File: src/rtl/zdet_pkg.sv
package zdet_pkg;

  typedef enum logic [1:0] {
    PH_AWAIT_EDGE = 2'd0,
    PH_AWAIT_DATA = 2'd1,
    PH_RUN        = 2'd2
  } phase_e;

  // Next value of a saturating run counter.
  function automatic int unsigned run_step(input int unsigned cur,
                                           input int unsigned limit,
                                           input logic        silent);
    if (!silent)
      return 0;
    else if (cur >= limit)
      return limit;
    else
      return cur + 1;
  endfunction

endpackage

File: src/rtl/zdet_edge.sv
module zdet_edge (
  input  logic clk,
  input  logic rst_n,
  input  logic level_i,
  output logic rise_o
);
  logic level_q;

  // Reset to 1 so that a level already high at release is not an edge.
  always_ff @(posedge clk or negedge rst_n) begin
    if (!rst_n) level_q <= 1'b1;
    else        level_q <= level_i;
  end

  assign rise_o = level_i & ~level_q;
endmodule

File: src/rtl/zdet_phase.sv
module zdet_phase
  import zdet_pkg::*;
(
  input  logic   clk,
  input  logic   rst_n,
  input  logic   rise_i,
  input  logic   strobe_i,
  output phase_e phase_o,
  output logic   count_en_o
);
  phase_e phase_q, phase_d;

  always_comb begin
    phase_d = phase_q;
    unique case (phase_q)
      PH_AWAIT_EDGE: if (rise_i)   phase_d = PH_AWAIT_DATA;
      PH_AWAIT_DATA: if (strobe_i) phase_d = PH_RUN;
      PH_RUN:        phase_d = PH_RUN;
      default:       phase_d = PH_AWAIT_EDGE;
    endcase
  end

  always_ff @(posedge clk or negedge rst_n) begin
    if (!rst_n) phase_q <= PH_AWAIT_EDGE;
    else        phase_q <= phase_d;
  end

  assign phase_o    = phase_q;
  // The strobe that ends start-up is counted as the first data period.
  assign count_en_o = strobe_i & (phase_q != PH_AWAIT_EDGE);
endmodule

File: src/rtl/zdet_run_ctr.sv
module zdet_run_ctr
  import zdet_pkg::*;
#(
  parameter int SAMPLE_W = 16,
  parameter int RUN_LOG2 = 14,
  localparam int CNT_W   = RUN_LOG2 + 1
) (
  input  logic                clk,
  input  logic                rst_n,
  input  logic                en_i,
  input  logic [SAMPLE_W-1:0] left_i,
  input  logic [SAMPLE_W-1:0] right_i,
  output logic                silent_o,
  output logic                full_o,
  output logic [CNT_W-1:0]    cnt_o
);
  localparam int unsigned LIMIT = 1 << RUN_LOG2;

  logic [CNT_W-1:0] cnt_q;

  assign silent_o = (left_i == '0) && (right_i == '0);

  always_ff @(posedge clk or negedge rst_n) begin
    if (!rst_n)    cnt_q <= '0;
    else if (en_i) cnt_q <= CNT_W'(run_step(32'(cnt_q), LIMIT, silent_o));
  end

  assign full_o = (cnt_q == CNT_W'(LIMIT));
  assign cnt_o  = cnt_q;
endmodule

File: src/rtl/zero_run_detector.sv
module zero_run_detector
  import zdet_pkg::*;
#(
  parameter int SAMPLE_W = 16,
  parameter int RUN_LOG2 = 14,
  localparam int CNT_W   = RUN_LOG2 + 1
) (
  input  logic                clk,
  input  logic                rst_n,
  input  logic                word_clk_i,
  input  logic                sample_valid_i,
  input  logic [SAMPLE_W-1:0] left_i,
  input  logic [SAMPLE_W-1:0] right_i,
  output logic                zero_flag_o
);
  logic             word_rise;
  phase_e           phase;
  logic             count_en;
  logic             pair_silent;
  logic             run_full;
  logic [CNT_W-1:0] run_cnt;

  zdet_edge u_edge (
    .clk     (clk),
    .rst_n   (rst_n),
    .level_i (word_clk_i),
    .rise_o  (word_rise)
  );

  zdet_phase u_phase (
    .clk        (clk),
    .rst_n      (rst_n),
    .rise_i     (word_rise),
    .strobe_i   (sample_valid_i),
    .phase_o    (phase),
    .count_en_o (count_en)
  );

  zdet_run_ctr #(
    .SAMPLE_W (SAMPLE_W),
    .RUN_LOG2 (RUN_LOG2)
  ) u_ctr (
    .clk      (clk),
    .rst_n    (rst_n),
    .en_i     (count_en),
    .left_i   (left_i),
    .right_i  (right_i),
    .silent_o (pair_silent),
    .full_o   (run_full),
    .cnt_o    (run_cnt)
  );

  assign zero_flag_o = (phase != PH_RUN) | run_full;
endmodule

File: config.mk
export PLATFORM = sky130hd
export DESIGN_NAME = zero_run_detector
export DESIGN_NICKNAME = d
export VERILOG_FILES = /design/src/rtl/zdet_pkg.sv /design/src/rtl/zdet_edge.sv /design/src/rtl/zdet_phase.sv /design/src/rtl/zdet_run_ctr.sv /design/src/rtl/zero_run_detector.sv
export SDC_FILE = /design/constraint.sdc
export NUM_CORES = 1
export LEC_CHECK = 0
export BUFFER_PORTS_ARGS = -buffer_cell sky130_fd_sc_hd__buf_4
export CORE_AREA = 2 2 49 51
export DETAILED_ROUTE_END_ITERATION = 10
export DIE_AREA = 0 0 51 53
export PLACE_DENSITY = 0.8
export SLEW_MARGIN = 5
export SYNTH_ARGS = -nofsm -noshare
export SYNTH_HDL_FRONTEND = slang
export SYNTH_SLANG_ARGS = --single-unit
File: constraint.sdc
create_clock -name clk -period 5.3 [get_ports clk]
set_clock_uncertainty 0.15 [all_clocks]
set_input_delay 0 -clock clk [delete_from_list [all_inputs] [get_ports clk]]
set_output_delay 0 -clock clk [all_outputs]
set_load 0.005 [all_outputs]
==> run metrics <==
outcome=finished, final reports clean; Cells after Synth=120; number of synthesized flops with an enable pin=0; Yosys warnings=0; GPL Wtd Cong=0.831; Yosys reg bits=18; Cell Area, Placed=1350 sq um; Final Util=0.665; CTS tree=done; Critical Path RT=5.36 ns; Final ANT Viol Nets=0; pre-CTS setup slack=between 3 and 4 ns; layout overhead on the synthesized area=32.5%; total of max-cap violations=0; endpoints failing setup=0; Metal-1 WL=1.06 mm; die area=2700 sq um; CTS Sinks=18; final worst slack=3.04 ns; Wirelength per Cell=between 10 and 15 um; Critical Path Fanout Max=10; Root Buffer=clkbuf_4; I/O Pins=37; met2 WL post-DR=approximately 1.2 mm; number of CTS-inserted buffers=3; dpl hpwl=1.82 mm; P_leak=0.651 nW; Avg Inst Size Synth=8.99 sq um; Total GRT Usage=0.202; total power=between 0.3 and 0.4 mW; Vias/cell=5.34; GRT overflow=0; post-synthesis sequential area ratio=0.419; first-pass GRT wire length=4.13 mm; final instance area=1430 sq um; mapped cell area=1080 sq um; initial antenna violation count=0; top cell type's share of synthesized area=0.394; Synth Net Count=162; nets=approximately 200; Post-CTS Setup Repair Bufs=0; Vias=between 900 and 1000; period utilization=0.426; RSZ-0062 raised after global routing=false; VDD IR max=roughly 0.00026 V; Reg clk slew, reported paths=approximately 0.09 ns; Crit path arrival time=2.31 ns; number of global-route vias before repair=1011; WL final=between 2 and 2.5 mm; Starting Density=0.502; largest net degree at the start of global routing=18; asr flop ratio synth=1.00; Max transition margin=0.408; final hold vios=0; hold-fix buffers at CTS=4; final period demand of the worst path=2.26 ns; largest area contributor in the netlist=dfrtp_1; Synth cell types=32; Slew Limit Fails=0; DR top layer=met3; fmax=443 MHz; Hold Crit Class=in2async; Iteration-0 DRC Markers=20; Clock Path Buffers=2; ant diodes=0; # resized after CTS=0; Die W=51 um; critical path class=reg2reg; P per Cell Area=231 nW/um^2; met3 WL=between 80 and 90 um; I/O Buffers=36; DRT Pass-1 Iters=4; site row count=17; Die Ht=53 um; crit end category=flip-flop; Clk Latency, worst-skew pair=roughly 0.28 ns; setup TNS=0 ns; core footprint=2150 sq um; worst-margin pin slew=0.885 ns; CTS H-tree depth=1; DRC=0; layout cell share with drive strength beyond 1=0.277; Setup crit start kind=flip-flop; largest cells by area after synthesis=dfrtp_1 (39%), ha_1 (7.0%), nor4_1 (5.8%); Main synth FF type=dfrtp_1
[flip-flops by register name, indices dropped and copies added, names as in the netlist]
| register | count |
|---|---|
| u_ctr.cnt_o | 15 |
| u_edge.level_q | 1 |
| u_phase.phase_o | 2 |
[per-stage QoR]
step,cells,hold slack [ns]
2_1_floorplan,120,-0.446
3_3_place_gp,179,-0.273
3_5_place_dp,179,-0.270
4_1_cts,187,0.0345
5_1_grt,187,0.0255
6_report,187,0.0449
[Yosys cell counts, types with 2 or more instances]
library cell,instances
xor2_1,5
a21oi_1,8
nand2_1,11
and4_1,3
nand3_1,4
inv_1,8
nor2_1,9
or3_1,5
nor4_1,10
ha_1,6
o21ai_0,8
dfrtp_1,17
clkbuf_1,2
nand4_1,6
[worst max-delay path: stages (launching register included)]
cell,delay [ns]
dfrtp_1,0.36
inv_1,0.09
ha_1,0.22
nand2b_4,0.18
or3b_1,0.51
or4_1,0.51
a21oi_1,0.15
[power breakdown]
| part | total (mW) | switching [mW] | internal (mW) |
|---|---|---|---|
| registers | 0.150 | 0.00375 | 0.146 |
| logic | 0.100 | 0.0514 | 0.0487 |
| clock network | 0.0805 | 0.0387 | 0.0418 |
[area by class of cell]
cell class / instances / area, sq um
Fill cell: 169 / 719
Timing Repair Buffer: 40 / 310
Inverter: 8 / 30.0
Tap cell: 28 / 35.0
Multi-Input combinational cell: 89 / 566
Clock buffer: 4 / 36.3
Sequential cell: 18 / 452
[per-layer routing]
layer,GRT usage,up-vias
li1,-,511
met1,0.265,471
met2,0.318,17
met3,0.0678,0
met4,0.0586,0
met5,0,-
[final timing paths]
kind | start | to | slack [ns] | depth (start not counted)
setup / recovery | u_phase.phase_o[0] | u_ctr.cnt_o[13] | 3.04 | 6
hold / removal | rst_n | u_edge.level_q | 0.04 | 2
setup reg to reg | u_phase.phase_o[0] | u_ctr.cnt_o[13] | 3.04 | 6
hold reg to reg | u_ctr.cnt_o[13] | u_ctr.cnt_o[13] | 0.44 | 2
max in group asynchronous | rst_n | u_ctr.cnt_o[7] | 3.80 | 3
min in group clk | left_i[14] | u_ctr.cnt_o[0] | 0.07 | 5
[kinds of logic (layout without fill, tap and decap cells)]
logic type                 after synthesis  count (layout)  synth area share
buffers and inverters                   13              52            0.0568
DFF                                     18              18             0.419
xor gates and xnor gates                 6               6            0.0487
AOI/OAI and AO/OA                       19              19            0.0951
adders and majority gates                6               6            0.0696
and+or+nand+nor                         58              58             0.311
[placed cells by master, fill, tap and decap left out, types with 6 or more instances in the layout]
master   count
nor4_1      10
nor2_1       9
nand4_1      6
dfrtp_1     17
nand2_1     11
ha_1         6
buf_4       36
o21ai_0      8
inv_1        8
a21oi_1      8
Power figures use the tool's default switching activity.
